## src/rtl/sercmd_pkg.sv

```systemverilog
package sercmd_pkg;
  localparam int WORD_W = 16;
  localparam int BIT_W  = $clog2(WORD_W);

  typedef enum logic [2:0] {
    ST_IDLE,
    ST_TX_LO,
    ST_TX_HI,
    ST_NEXT,
    ST_WAIT_HI,
    ST_WAIT_LO,
    ST_RX_HI,
    ST_RX_LO
  } st_e;
endpackage

```

## src/rtl/sercmd_phase.sv

```systemverilog
// Half-period tick generator for the serial clock.
module sercmd_phase #(
  parameter int HALF = 4
) (
  input  logic clk,
  input  logic rst,
  input  logic run,
  output logic tick
);
  localparam int CW = (HALF > 1) ? $clog2(HALF) : 1;

  logic [CW-1:0] cnt_q;

  assign tick = run && (cnt_q == CW'(HALF - 1));

  always_ff @(posedge clk) begin
    if (rst || !run || tick) cnt_q <= '0;
    else                     cnt_q <= cnt_q + 1'b1;
  end
endmodule

```

## src/rtl/sercmd_dcnt.sv

```systemverilog
// Loadable down counter that stops at zero.
module sercmd_dcnt #(
  parameter int W = 8
) (
  input  logic         clk,
  input  logic         rst,
  input  logic         load,
  input  logic [W-1:0] val,
  output logic         zero
);
  logic [W-1:0] cnt_q;

  assign zero = (cnt_q == '0);

  always_ff @(posedge clk) begin
    if (rst)        cnt_q <= '0;
    else if (load)  cnt_q <= val;
    else if (!zero) cnt_q <= cnt_q - 1'b1;
  end
endmodule

```

## src/rtl/sercmd_shift.sv

```systemverilog
// Word shifter, most significant bit leaves first, new bits enter at bit 0.
module sercmd_shift #(
  parameter int W = 16
) (
  input  logic         clk,
  input  logic         rst,
  input  logic         load,
  input  logic [W-1:0] din,
  input  logic         shift,
  input  logic         sin,
  output logic [W-1:0] q
);
  always_ff @(posedge clk) begin
    if (rst)        q <= '0;
    else if (load)  q <= din;
    else if (shift) q <= {q[W-2:0], sin};
  end
endmodule

```

## src/rtl/sercmd_host.sv

```systemverilog
module sercmd_host
  import sercmd_pkg::*;
#(
  parameter int CLK_HZ      = 100_000_000,
  parameter int SCK_HZ      = 1_850_000,
  parameter int GAP_DIV     = 40,
  parameter int WAIT_HI_CYC = 1_000,
  parameter int WAIT_LO_CYC = 5_000_000,
  parameter int LEN_W       = 8
) (
  input  logic              clk,
  input  logic              rst,
  input  logic              cmd_valid,
  output logic              cmd_ready,
  input  logic [15:0]       cmd_word,
  input  logic              cmd_last,
  input  logic [LEN_W-1:0]  cmd_rsp_len,
  output logic              rsp_valid,
  output logic [15:0]       rsp_word,
  output logic              busy,
  output logic              done,
  output logic              err,
  output logic              link_clk,
  output logic              link_dout,
  output logic              link_oe,
  input  logic              link_din
);
  localparam int HALF    = (CLK_HZ + 2 * SCK_HZ - 1) / (2 * SCK_HZ);
  localparam int GAP_CYC = CLK_HZ / GAP_DIV;
  localparam int GAP_W   = $clog2(GAP_CYC + 1);
  localparam int TMO_MAX = (WAIT_HI_CYC > WAIT_LO_CYC) ? WAIT_HI_CYC : WAIT_LO_CYC;
  localparam int TMO_W   = $clog2(TMO_MAX + 1);
  localparam logic [BIT_W-1:0] LAST_BIT = BIT_W'(WORD_W - 1);

  st_e               state_q;
  logic [BIT_W-1:0]  bit_q;
  logic [LEN_W-1:0]  word_q;
  logic [LEN_W-1:0]  len_q;
  logic              last_q;
  logic              sck_q;
  logic              oe_q;
  logic              done_q;
  logic              err_q;
  logic              rv_q;
  logic [15:0]       rw_q;
  logic              sd_m_q;
  logic              sd_s_q;

  logic              tick;
  logic              run;
  logic              accept;
  logic              gap_zero;
  logic              tmo_zero;
  logic              tmo_ld;
  logic [TMO_W-1:0]  tmo_val;
  logic              sh_en;
  logic [15:0]       sh_q;
  logic              tx_end;
  logic              rx_word_end;
  logic              rx_all_end;
  logic              tmo_hit;
  logic              finish;

  // two-stage synchronizer for the shared data line
  always_ff @(posedge clk) begin
    if (rst) begin
      sd_m_q <= 1'b0;
      sd_s_q <= 1'b0;
    end else begin
      sd_m_q <= link_din;
      sd_s_q <= sd_m_q;
    end
  end

  assign run = (state_q == ST_TX_LO) || (state_q == ST_TX_HI) ||
               (state_q == ST_RX_HI) || (state_q == ST_RX_LO);

  assign cmd_ready = ((state_q == ST_IDLE) && gap_zero) || (state_q == ST_NEXT);
  assign accept    = cmd_valid && cmd_ready;

  assign tx_end      = (state_q == ST_TX_HI) && tick && (bit_q == LAST_BIT);
  assign rx_word_end = (state_q == ST_RX_LO) && tick && (bit_q == LAST_BIT);
  assign rx_all_end  = rx_word_end && (word_q == len_q - LEN_W'(1));

  assign tmo_hit = ((state_q == ST_WAIT_HI) && !sd_s_q && tmo_zero) ||
                   ((state_q == ST_WAIT_LO) &&  sd_s_q && tmo_zero);
  assign finish  = tmo_hit || rx_all_end ||
                   ((state_q == ST_WAIT_LO) && !sd_s_q && (len_q == '0));

  assign tmo_ld  = (tx_end && last_q) || ((state_q == ST_WAIT_HI) && sd_s_q);
  assign tmo_val = (state_q == ST_TX_HI) ? TMO_W'(WAIT_HI_CYC) : TMO_W'(WAIT_LO_CYC);

  assign sh_en = tick && (((state_q == ST_TX_HI) && (bit_q != LAST_BIT)) ||
                          (state_q == ST_RX_LO));

  sercmd_phase #(.HALF(HALF)) u_phase (
    .clk  (clk),
    .rst  (rst),
    .run  (run),
    .tick (tick)
  );

  sercmd_shift #(.W(WORD_W)) u_shift (
    .clk   (clk),
    .rst   (rst),
    .load  (accept),
    .din   (cmd_word),
    .shift (sh_en),
    .sin   (sd_s_q),
    .q     (sh_q)
  );

  sercmd_dcnt #(.W(TMO_W)) u_tmo (
    .clk  (clk),
    .rst  (rst),
    .load (tmo_ld),
    .val  (tmo_val),
    .zero (tmo_zero)
  );

  sercmd_dcnt #(.W(GAP_W)) u_gap (
    .clk  (clk),
    .rst  (rst),
    .load (finish),
    .val  (GAP_W'(GAP_CYC)),
    .zero (gap_zero)
  );

  always_ff @(posedge clk) begin
    if (rst) begin
      state_q <= ST_IDLE;
      bit_q   <= '0;
      word_q  <= '0;
      len_q   <= '0;
      last_q  <= 1'b0;
      sck_q   <= 1'b0;
      oe_q    <= 1'b0;
      done_q  <= 1'b0;
      err_q   <= 1'b0;
      rv_q    <= 1'b0;
      rw_q    <= '0;
    end else begin
      done_q <= finish;
      rv_q   <= rx_word_end;
      if (rx_word_end) rw_q <= {sh_q[14:0], sd_s_q};
      if (tmo_hit) err_q <= 1'b1;

      if (accept) begin
        last_q <= cmd_last;
        if (cmd_last) len_q <= cmd_rsp_len;
      end

      unique case (state_q)
        ST_IDLE: begin
          if (accept) begin
            state_q <= ST_TX_LO;
            oe_q    <= 1'b1;
            sck_q   <= 1'b0;
            bit_q   <= '0;
            err_q   <= 1'b0;
          end
        end
        ST_TX_LO: begin
          if (tick) begin
            sck_q   <= 1'b1;
            state_q <= ST_TX_HI;
          end
        end
        ST_TX_HI: begin
          if (tick) begin
            sck_q <= 1'b0;
            bit_q <= bit_q + 1'b1;
            if (bit_q != LAST_BIT)   state_q <= ST_TX_LO;
            else if (last_q) begin
              oe_q    <= 1'b0;
              state_q <= ST_WAIT_HI;
            end else                 state_q <= ST_NEXT;
          end
        end
        ST_NEXT: begin
          if (accept) state_q <= ST_TX_LO;
        end
        ST_WAIT_HI: begin
          if (sd_s_q)        state_q <= ST_WAIT_LO;
          else if (tmo_zero) state_q <= ST_IDLE;
        end
        ST_WAIT_LO: begin
          if (!sd_s_q) begin
            if (len_q == '0) state_q <= ST_IDLE;
            else begin
              state_q <= ST_RX_HI;
              sck_q   <= 1'b1;
              bit_q   <= '0;
              word_q  <= '0;
            end
          end else if (tmo_zero) state_q <= ST_IDLE;
        end
        ST_RX_HI: begin
          if (tick) begin
            sck_q   <= 1'b0;
            state_q <= ST_RX_LO;
          end
        end
        ST_RX_LO: begin
          if (tick) begin
            bit_q <= bit_q + 1'b1;
            if (rx_all_end) state_q <= ST_IDLE;
            else begin
              if (rx_word_end) word_q <= word_q + 1'b1;
              sck_q   <= 1'b1;
              state_q <= ST_RX_HI;
            end
          end
        end
        default: state_q <= ST_IDLE;
      endcase
    end
  end

  assign busy      = (state_q != ST_IDLE);
  assign done      = done_q;
  assign err       = err_q;
  assign rsp_valid = rv_q;
  assign rsp_word  = rw_q;
  assign link_clk  = sck_q;
  assign link_oe   = oe_q;
  assign link_dout = sh_q[15];
endmodule

```

## config.mk

```make
export PLATFORM = sky130hd
export DESIGN_NAME = sercmd_host
export DESIGN_NICKNAME = d
export VERILOG_FILES = /design/src/rtl/sercmd_pkg.sv /design/src/rtl/sercmd_phase.sv /design/src/rtl/sercmd_dcnt.sv /design/src/rtl/sercmd_shift.sv /design/src/rtl/sercmd_host.sv
export SDC_FILE = /design/constraint.sdc
export NUM_CORES = 1
export LEC_CHECK = 0
export BUFFER_PORTS_ARGS = -buffer_cell sky130_fd_sc_hd__buf_2
export CORE_MARGIN = 3
export CORE_UTILIZATION = 54
export CTS_CLUSTER_SIZE = 20
export DETAILED_ROUTE_END_ITERATION = 8
export GPL_ROUTABILITY_DRIVEN = 0
export PLACE_DENSITY = 0.74
export SLEW_MARGIN = 20
export SYNTH_ARGS = -nofsm -noshare
export SYNTH_HDL_FRONTEND = slang
export SYNTH_SLANG_ARGS = --single-unit
```

## constraint.sdc

```tcl
create_clock -name clk -period 2.95 [get_ports clk]
set_input_delay 0 -clock clk [delete_from_list [all_inputs] [get_ports clk]]
set_output_delay 0 -clock clk [all_outputs]
set_load 0.01 [all_outputs]
```

==> metrics, run 1 <==
Fin. Hold Viols 0; clk_skew 0.00925 ns; Avg WL per Cell 15.3 µm; worst setup path class reg -> reg; drc violations 0; Netlist cell types 69; Final period util 92.8%; commonest cells after routing, fill and taps aside dfxtp_1, nor2_1, nand2_1, buf_2, a21oi_1; Arr. time, crit path 3.15 ns; die height 108 µm; Die X 108 µm; Worst R2R Start len_q[2]$_SDFFE_PP0P_; vias per cell 5.74; Initial Utilization 56.6%; placed cell count 833; status complete, no violations; HP Class in -> reg; Hold Startpoint cmd_last; #FFs+latches synth 113; FILL cells 766; Finished Core Util 69.6%; CP Capture Type flop; Max-cap violations 0; vias in the first global route 5037; Synthesized Nets 701; pwr dens 979 mW/mm²; Synth async-reset ratio 0%; top-area cell type share of the netlist area 40.1%; minimum clock period after layout 2.74 ns; non-filler cells in the finished layout 891; sequential share of the synthesized area 40.1%; Final setup viols 0; global-route wire length before repair 22.9 mm; Relative slew margins 56.3%; ys flop type dfxtp_1; nets 783; Final HPWL DP 9.02 mm; synth warn 0; Pre-antenna DRT Iters 6; die area 0.0117 mm²; via count 5115; total power 6.78 mW; CP Launch Point len_q[2]$_SDFFE_PP0P_; Clk Latency, worst-skew pair 0.53 ns; fmax 365 MHz; initial detailed-routing violation count 436; I/O Buffers 52; Core ar. 0.00995 mm²; n_diodes 0; post-synth top area cell dfxtp_1; CTS Buf Count 17; worst vdd ir 0.000562 V; largest net degree at the start of global routing 60; # H-tree levels 4; CTS tree built; Clock Sinks 113; CTS max path bufs 2; Mapped Cells 664; WP data required 3.37 ns; commonest non-fill, non-tap cell in the layout dfxtp_1; crit start category flop; post-route ant nets 0; Cell Area, Synth 0.00564 mm²; Total GRT Usage 24.4%; root buffer cell clkbuf_8; number of I/O pins 53; EDFF count, synth 0; Overflow after GRT 0; area delta synth->final 22.9%; Syn Area/Cell 8.49 µm²; Worst Path Max Fanout 8; initial antenna violation count 0; setup TNS 0 ns; Worst-Margin Slew 0.654 ns; max-slew violations 0; RSZ-0062 raised after global routing no; layout cells sized above 1 15.7%; WL final 13.7 mm; Leakage 2.90 nW; synth top area cells dfxtp_1, mux2i_1, nor2_1, xnor2_1, nand2_1; Core Rows 36; Clock Pin Slew Worst Setup and Hold Paths 0.06 ns
[timing repair]
item	CTS	global route
buffers inserted	0	0
endpoints found under the setup margin	0	0
hold buffers	27	0
hold endpoints to repair	36	0
resized for setup	0	0
[cell type report]
cell class / instances / area, µm² / area share [%]
multi-input combinational: 501 / 3160 / 45.5
inverter: 15 / 56.3 / 0.812
timing repair buffer: 98 / 673 / 9.71
clock inverter: 11 / 160 / 2.31
sequential: 113 / 2260 / 32.6
clock buffer: 20 / 455 / 6.57
tap: 133 / 166 / 2.40
[registers in the layout (all words and copies together) (netlist names), 3 cells and up]
register and count:
word_q 8, u_shift.q 16, len_q 8, u_phase.cnt_q 5
rsp_word 16, bit_q 4, u_gap.cnt_q 22, u_tmo.cnt_q 23
state_q 3
[critical path: stages, from the launching register on]
cell and delay (ns):
dfxtp_1 0.37, or4_4 0.57, or4_1 0.54, a31o_1 0.24, a2111o_1 0.48, nand3_2 0.11, mux2_1 0.32
[report_power, final]
part | leakage (nW) | switching, mW | internal, mW
combinational | 1.68 | 1.37 | 1.12
sequential | 0.917 | 0.308 | 1.86
clock | 0.302 | 0.696 | 1.42
total | 2.90 | 2.38 | 4.41
[layer usage]
metal	up-vias	share of wire, %	GRT usage (%)	wire length [µm]
li1	2528	-	-	-
met1	2405	44	29.6	5970
met2	156	49	41.1	6740
met3	26	5.2	6.45	706
met4	0	1.8	9.83	243
met5	-	0	0	0
[per-stage QoR]
step                      area [µm²]  hold WS [ns]  setup slack [ns]
after CTS                       6930        0.0944             0.210
after floorplan                 5640         0.128             0.329
after detailed placement        6040         0.214             0.228
final                           6930         0.106             0.213
after global routing            6930         0.184            0.0316
after global placement          6040         0.208             0.292
[synthesized netlist by cell type (8+ instances only)]
| master | count |
|---|---|
| dfxtp_1 | 113 |
| nor2_1 | 82 |
| nand2_1 | 68 |
| a21oi_1 | 50 |
| xnor2_1 | 34 |
| mux2i_1 | 31 |
| clkbuf_1 | 29 |
| nand3_1 | 23 |
| nor3_1 | 21 |
| a211oi_1 | 20 |
| xor2_1 | 19 |
| inv_1 | 15 |
| nor4_1 | 14 |
| or3_1 | 12 |
| o21ai_0 | 11 |
| nor2b_1 | 9 |
| ha_1 | 8 |
[cells by family (layout without fill, tap and decap cells)]
group	count (synthesis)	count (layout)	synth area share [%]
buf+inv	50	144	3.99
xor+xnor	53	53	8.23
compound gates	121	121	14.2
mux	33	33	5.90
flops	113	113	40.1
fa+ha+maj	8	8	1.78
simple gates	286	286	25.8
[path summary, 6_finish.rpt]
check                                           endpoint  slack [ns]  depth (start not counted)
worst max-delay path               link_clk$_SDFFE_PP0P_        0.21                          6
worst min-delay path                 last_q$_SDFFE_PP0P_        0.11                          3
worst max register to register     link_clk$_SDFFE_PP0P_        0.21                          6
worst min register to register  rsp_word[2]$_SDFFE_PP0P_        0.45                          2
Power figures use the tool's default switching activity.
==> run 2: changes to the inputs <==
- CORE_MARGIN: 3 -> 2
- CORE_UTILIZATION: 54 -> 59
- PLACE_DENSITY: 0.74 -> 0.79
==> metrics, run 2 (synthesized netlist as in run 1, its figures left out) <==
CTS max path bufs 2; vias in the first global route 5189; Die X 102 µm; met1 GRT Util 33.7%; FILL cells 639; # H-tree levels 4; Relative slew margins 52.5%; multi-input logic area 0.00317 mm²; Final setup viols 0; Clock Pin Slew Worst Setup and Hold Paths 0.06 ns; initial detailed-routing violation count 399; Area after DPL 0.00605 mm²; Final period util 93.8%; post-route cell area 0.00696 mm²; CP Capture Type flop; die height 102 µm; Largest register FFs 23; Final HPWL DP 9.01 mm; die area 0.0104 mm²; met3 global-route usage 6.76%; Total GRT Usage 29.5%; Fin. Hold Viols 0; worst setup path class reg -> reg; Leakage 2.89 nW; root buffer cell clkbuf_8; commonest non-fill, non-tap cell in the layout dfxtp_1; post-route ant nets 0; CTS tree built; Arr. time, crit path 3.23 ns; n_diodes 0; Initial Utilization 61.0%; FF/Latch Area 0.00226 mm²; Worst-Margin Slew 0.713 ns; Pre-antenna DRT Iters 8; WP data required 3.42 ns; drc violations 0; Core Rows 35; Max-cap violations 0; pwr dens 966 mW/mm²; clk_skew 0.00728 ns; Avg WL per Cell 16.3 µm; Overflow after GRT 0; Core ar. 0.00924 mm²; max-slew violations 0; Worst Path Max Fanout 8; I/O Buffers 52; HP Class in -> reg; nets 789; Clock Sinks 113; fmax 361 MHz; grt peak-use layer met2; Clk Latency, worst-skew pair 0.53 ns; initial antenna violation count 0; minimum clock period after layout 2.77 ns; via count 5274; CTS Buf Count 17; vias per cell 5.90; layout cells sized above 1 16.5%; RSZ-0062 raised after global routing no; largest net degree at the start of global routing 69; area delta synth->final 23.3%; Largest Register u_tmo.cnt_q; crit start category flop; global-route wire length before repair 23.9 mm; commonest cells after routing, fill and taps aside dfxtp_1, nor2_1, nand2_1, buf_2, a21oi_1; setup TNS 0 ns; WL final 14.6 mm; status complete, no violations; worst vdd ir 0.000493 V; met2 GRT Util 51.4%; largest registers u_tmo.cnt_q: 23 flops, u_gap.cnt_q: 22 flops; number of I/O pins 53
-- run 2: repair_timing --
item / in CTS / in global routing
setup endpoints to repair: 0 / 1
gates resized for setup: 0 / 2
hold buffers: 29 / 0
endpoints found under the hold margin: 36 / 0
buffers inserted: 0 / 2
-- run 2: worst paths after layout --
path                                       startpoint  cells past startpoint  slack [ns]                     end
worst max-delay path            len_q[2]$_SDFFE_PP0P_                      7        0.18  word_q[4]$_SDFFE_PP0P_
worst min-delay path                   cmd_rsp_len[7]                      4        0.24   len_q[7]$_SDFFE_PP0P_
worst max register to register  len_q[2]$_SDFFE_PP0P_                      7        0.18  word_q[4]$_SDFFE_PP0P_
worst min register to register      sd_m_q$_SDFF_PP0_                      1        0.45       sd_s_q$_SDFF_PP0_
-- run 2: per-layer routing --
layer	part of all wire, %	vias up
met1	40	2475
met3	5.9	58
li1	-	2531
met4	3.4	0
met2	51	210
met5	0	-
-- run 2: cell type report --
type                            instances  area share [%]
Clock inverter                         14            2.25
Timing Repair Buffer                  104            10.4
Sequential cell                       113            32.5
Inverter                               15           0.809
Clock buffer                           18            6.15
Multi-Input combinational cell        501            45.5
Tap cell                              129            2.32
-- run 2: critical path, cell delays in order, from the launching register on --
cell and delay (ns):
dfxtp_1 0.37, or4_4 0.57, or4_1 0.53, a31o_1 0.24, a2111o_1 0.48, buf_4 0.21, nand4_1 0.11, mux2i_1 0.18
-- run 2: stage by stage --
| stage | worst slack [ns] | instances | utilization, % | hold slack (ns) | power (mW) |
|---|---|---|---|---|---|
| after floorplan | 0.329 | 664 | - | 0.128 | 4.02 |
| after global placement | 0.287 | 831 | 65.5 | 0.230 | 4.48 |
| after global routing | 0.0142 | 894 | 75.3 | 0.272 | 7.14 |
| after detailed placement | 0.221 | 831 | 65.5 | 0.245 | 4.57 |
| after CTS | 0.100 | 892 | 75.0 | 0.236 | 6.64 |
| final | 0.182 | 894 | 75.3 | 0.243 | 6.72 |
-- run 2: report_power, final --
part           internal (mW)  switching [mW]  leakage (nW)
Sequential              1.86           0.320         0.917
Clock                   1.23           0.773         0.262
Combinational           1.15            1.39          1.71
Total                   4.24            2.48          2.89
==> run 3: changes to the inputs <==
- ABC_AREA: default -> 1
- CORE_UTILIZATION: 59 -> 60
- PLACE_DENSITY: 0.79 -> 0.8
==> metrics, run 3 <==
Clk Latency, worst-skew pair 0.53 ns; # H-tree levels 4; Core ar. 0.00968 mm²; CP Capture Type flop; Max-cap violations 0; Adder-Cell Fraction of Synth Area 1.68%; total power 7.83 mW; count leader, synth nand2_1; Mapped Cells 882; minimum clock period after layout 2.71 ns; Clock Sinks 113; HP Class in -> reg; crit start category flop; Core Rows 36; Largest Register u_tmo.cnt_q; commonest non-fill, non-tap cell in the layout nand2_1; worst slack at placement 0.745 ns; Area after DPL 0.00628 mm²; Total GRT Usage 29.5%; via count 6093; sequential share of the synthesized area 38.0%; Worst Path Max Fanout 19; commonest cells after routing, fill and taps aside nand2_1, nor2_1, dfxtp_1, inv_1, a21oi_1; clk_skew 0.00984 ns; compound-gate portion of the synthesized area 11.3%; #FFs+latches synth 113; initial antenna violation count 0; worst vdd ir 0.000594 V; global-route wire length before repair 25.9 mm; vias in the first global route 5832; n_diodes 0; largest net degree at the start of global routing 67; Synth async-reset ratio 0%; Arr. time, crit path 3.12 ns; Pre-antenna DRT Iters 5; top-area cell type share of the netlist area 38.0%; Final HPWL DP 10.2 mm; WP data required 3.37 ns; XOR/XNOR share of the synthesized area 4.42%; CTS max path bufs 2; die area 0.0107 mm²; main combinational cell family by area after synthesis simple AND/OR/NAND/NOR gates; synth warn 0; Clock Pin Slew Worst Setup and Hold Paths 0.06 ns; Fin. Hold Viols 0; multiplexer share of the synthesized area 0.168%; pwr dens 1070 mW/mm²; CTS tree built; number of I/O pins 53; drc violations 0; EDFF count, synth 0; synth top area cells dfxtp_1, nand2_1, nor2_1, inv_1, a21oi_1; Cell Area, Synth 0.00595 mm²; post-route ant nets 0; I/O Buffers 52; CTS Buf Count 17; worst setup path class reg -> reg; root buffer cell clkbuf_8; die height 104 µm; Final WS setup 0.243 ns; nets 1007; WL final 15.5 mm; Relative slew margins 51.1%; Synthesized Nets 919; setup bufs post-CTS 0; Overflow after GRT 0; Worst-Margin Slew 0.733 ns; Avg WL per Cell 13.9 µm; Post-synth top cells nand2_1, nor2_1, dfxtp_1; Die X 104 µm; post-synth top area cell dfxtp_1; Leakage 3.23 nW; vias per cell 5.46; max-slew violations 0; area delta synth->final 22.6%; Netlist cell types 43; Syn Area/Cell 6.75 µm²; Final period util 91.8%; initial detailed-routing violation count 534; FILL cells 739; Simple-Gate Fraction of Synth Area 36.3%; Final setup viols 0; largest registers u_tmo.cnt_q: 23 flops, u_gap.cnt_q: 22 flops; Largest register FFs 23; Initial Utilization 61.4%; status complete, no violations; post-route cell area 0.00729 mm²; fmax 369 MHz; ys flop type dfxtp_1; layout cells sized above 1 12.6%
[run 3: cell count changes after synthesis, sizes merged, moves of 19 or more]
cell    change
clkbuf     -19
inv        +82
mux2i      -30
nand2     +174
nand3      +38
nor2       +48
o21ai      +22
xnor2      -28
[run 3: through the flow]
step | instances | TNS, ns | hold slack, ns | util, %
final | 1115 | 0 | 0.247 | 75.3
after global routing | 1115 | -0.00500 | 0.250 | 75.3
after CTS | 1115 | 0 | 0.207 | 75.2
after detailed placement | 1048 | 0 | 0.219 | 64.9
after global placement | 1048 | 0 | 0.212 | 64.9
after floorplan | 882 | 0 | 0.107 | -
[run 3: logic make-up after synthesis]
kind of cell / after synthesis
AO/OA/AOI/OAI: 121
adder cells (fa/ha/maj): 8
buffers and inverters: 119
XOR/XNOR: 30
multiplexers: 1
AND/OR/NAND/NOR: 490
flip-flops: 113
[run 3: where the power goes]
part | internal [mW] | total (mW) | switching, mW
Sequential | 1.90 | 2.23 | 0.329
Combinational | 1.17 | 3.35 | 2.18
Clock | 1.55 | 2.26 | 0.706
[run 3: path summary, 6_finish.rpt]
kind                                                  start                    end  slack, ns  cells past startpoint
worst max-delay path            u_gap.cnt_q[0]$_SDFFE_PP0P_  len_q[3]$_SDFFE_PP0P_       0.24                     12
worst min register to register            sd_m_q$_SDFF_PP0_      sd_s_q$_SDFF_PP0_       0.41                      2
worst min-delay path                               link_din      sd_m_q$_SDFF_PP0_       0.25                      4
worst max register to register  u_gap.cnt_q[0]$_SDFFE_PP0P_  len_q[3]$_SDFFE_PP0P_       0.24                     12
[run 3: worst max-delay path, cell delays in order (launching register included)]
cell and delay, ns:
dfxtp_1 0.32, inv_1 0.17, ha_1 0.20, nand2_1 0.05, nor2_1 0.13, nand3_2 0.19, nand2_2 0.14, nand3_4 0.16
inv_4 0.23, nand2_4 0.15, o21ai_0 0.22, a21oi_1 0.07, dlygate4sd3_1 0.56
[run 3: timing repair]
action / in CTS / in global routing
hold endpoints to repair: 32 / 0
hold buffers: 36 / 0
endpoints found under the setup margin: 0 / 5
gates resized for setup: 0 / 2
[run 3: routing by layer]
metal	routed length, µm	global-route usage [%]
met1	6470	35.0
met2	7790	50.9
met3	924	7.55
met4	343	12.3
met5	0	0
[run 3: area by class of cell]
cell class / instances / area [µm²] / share of cell area (%)
multi-input cells: 650 / 3210 / 44.0
flip-flops and latches: 113 / 2260 / 31.0
repair buffers: 91 / 643 / 8.82
clock buffers: 19 / 432 / 5.92
inverters: 97 / 367 / 5.03
clock inverters: 12 / 213 / 2.92
well taps: 133 / 166 / 2.28
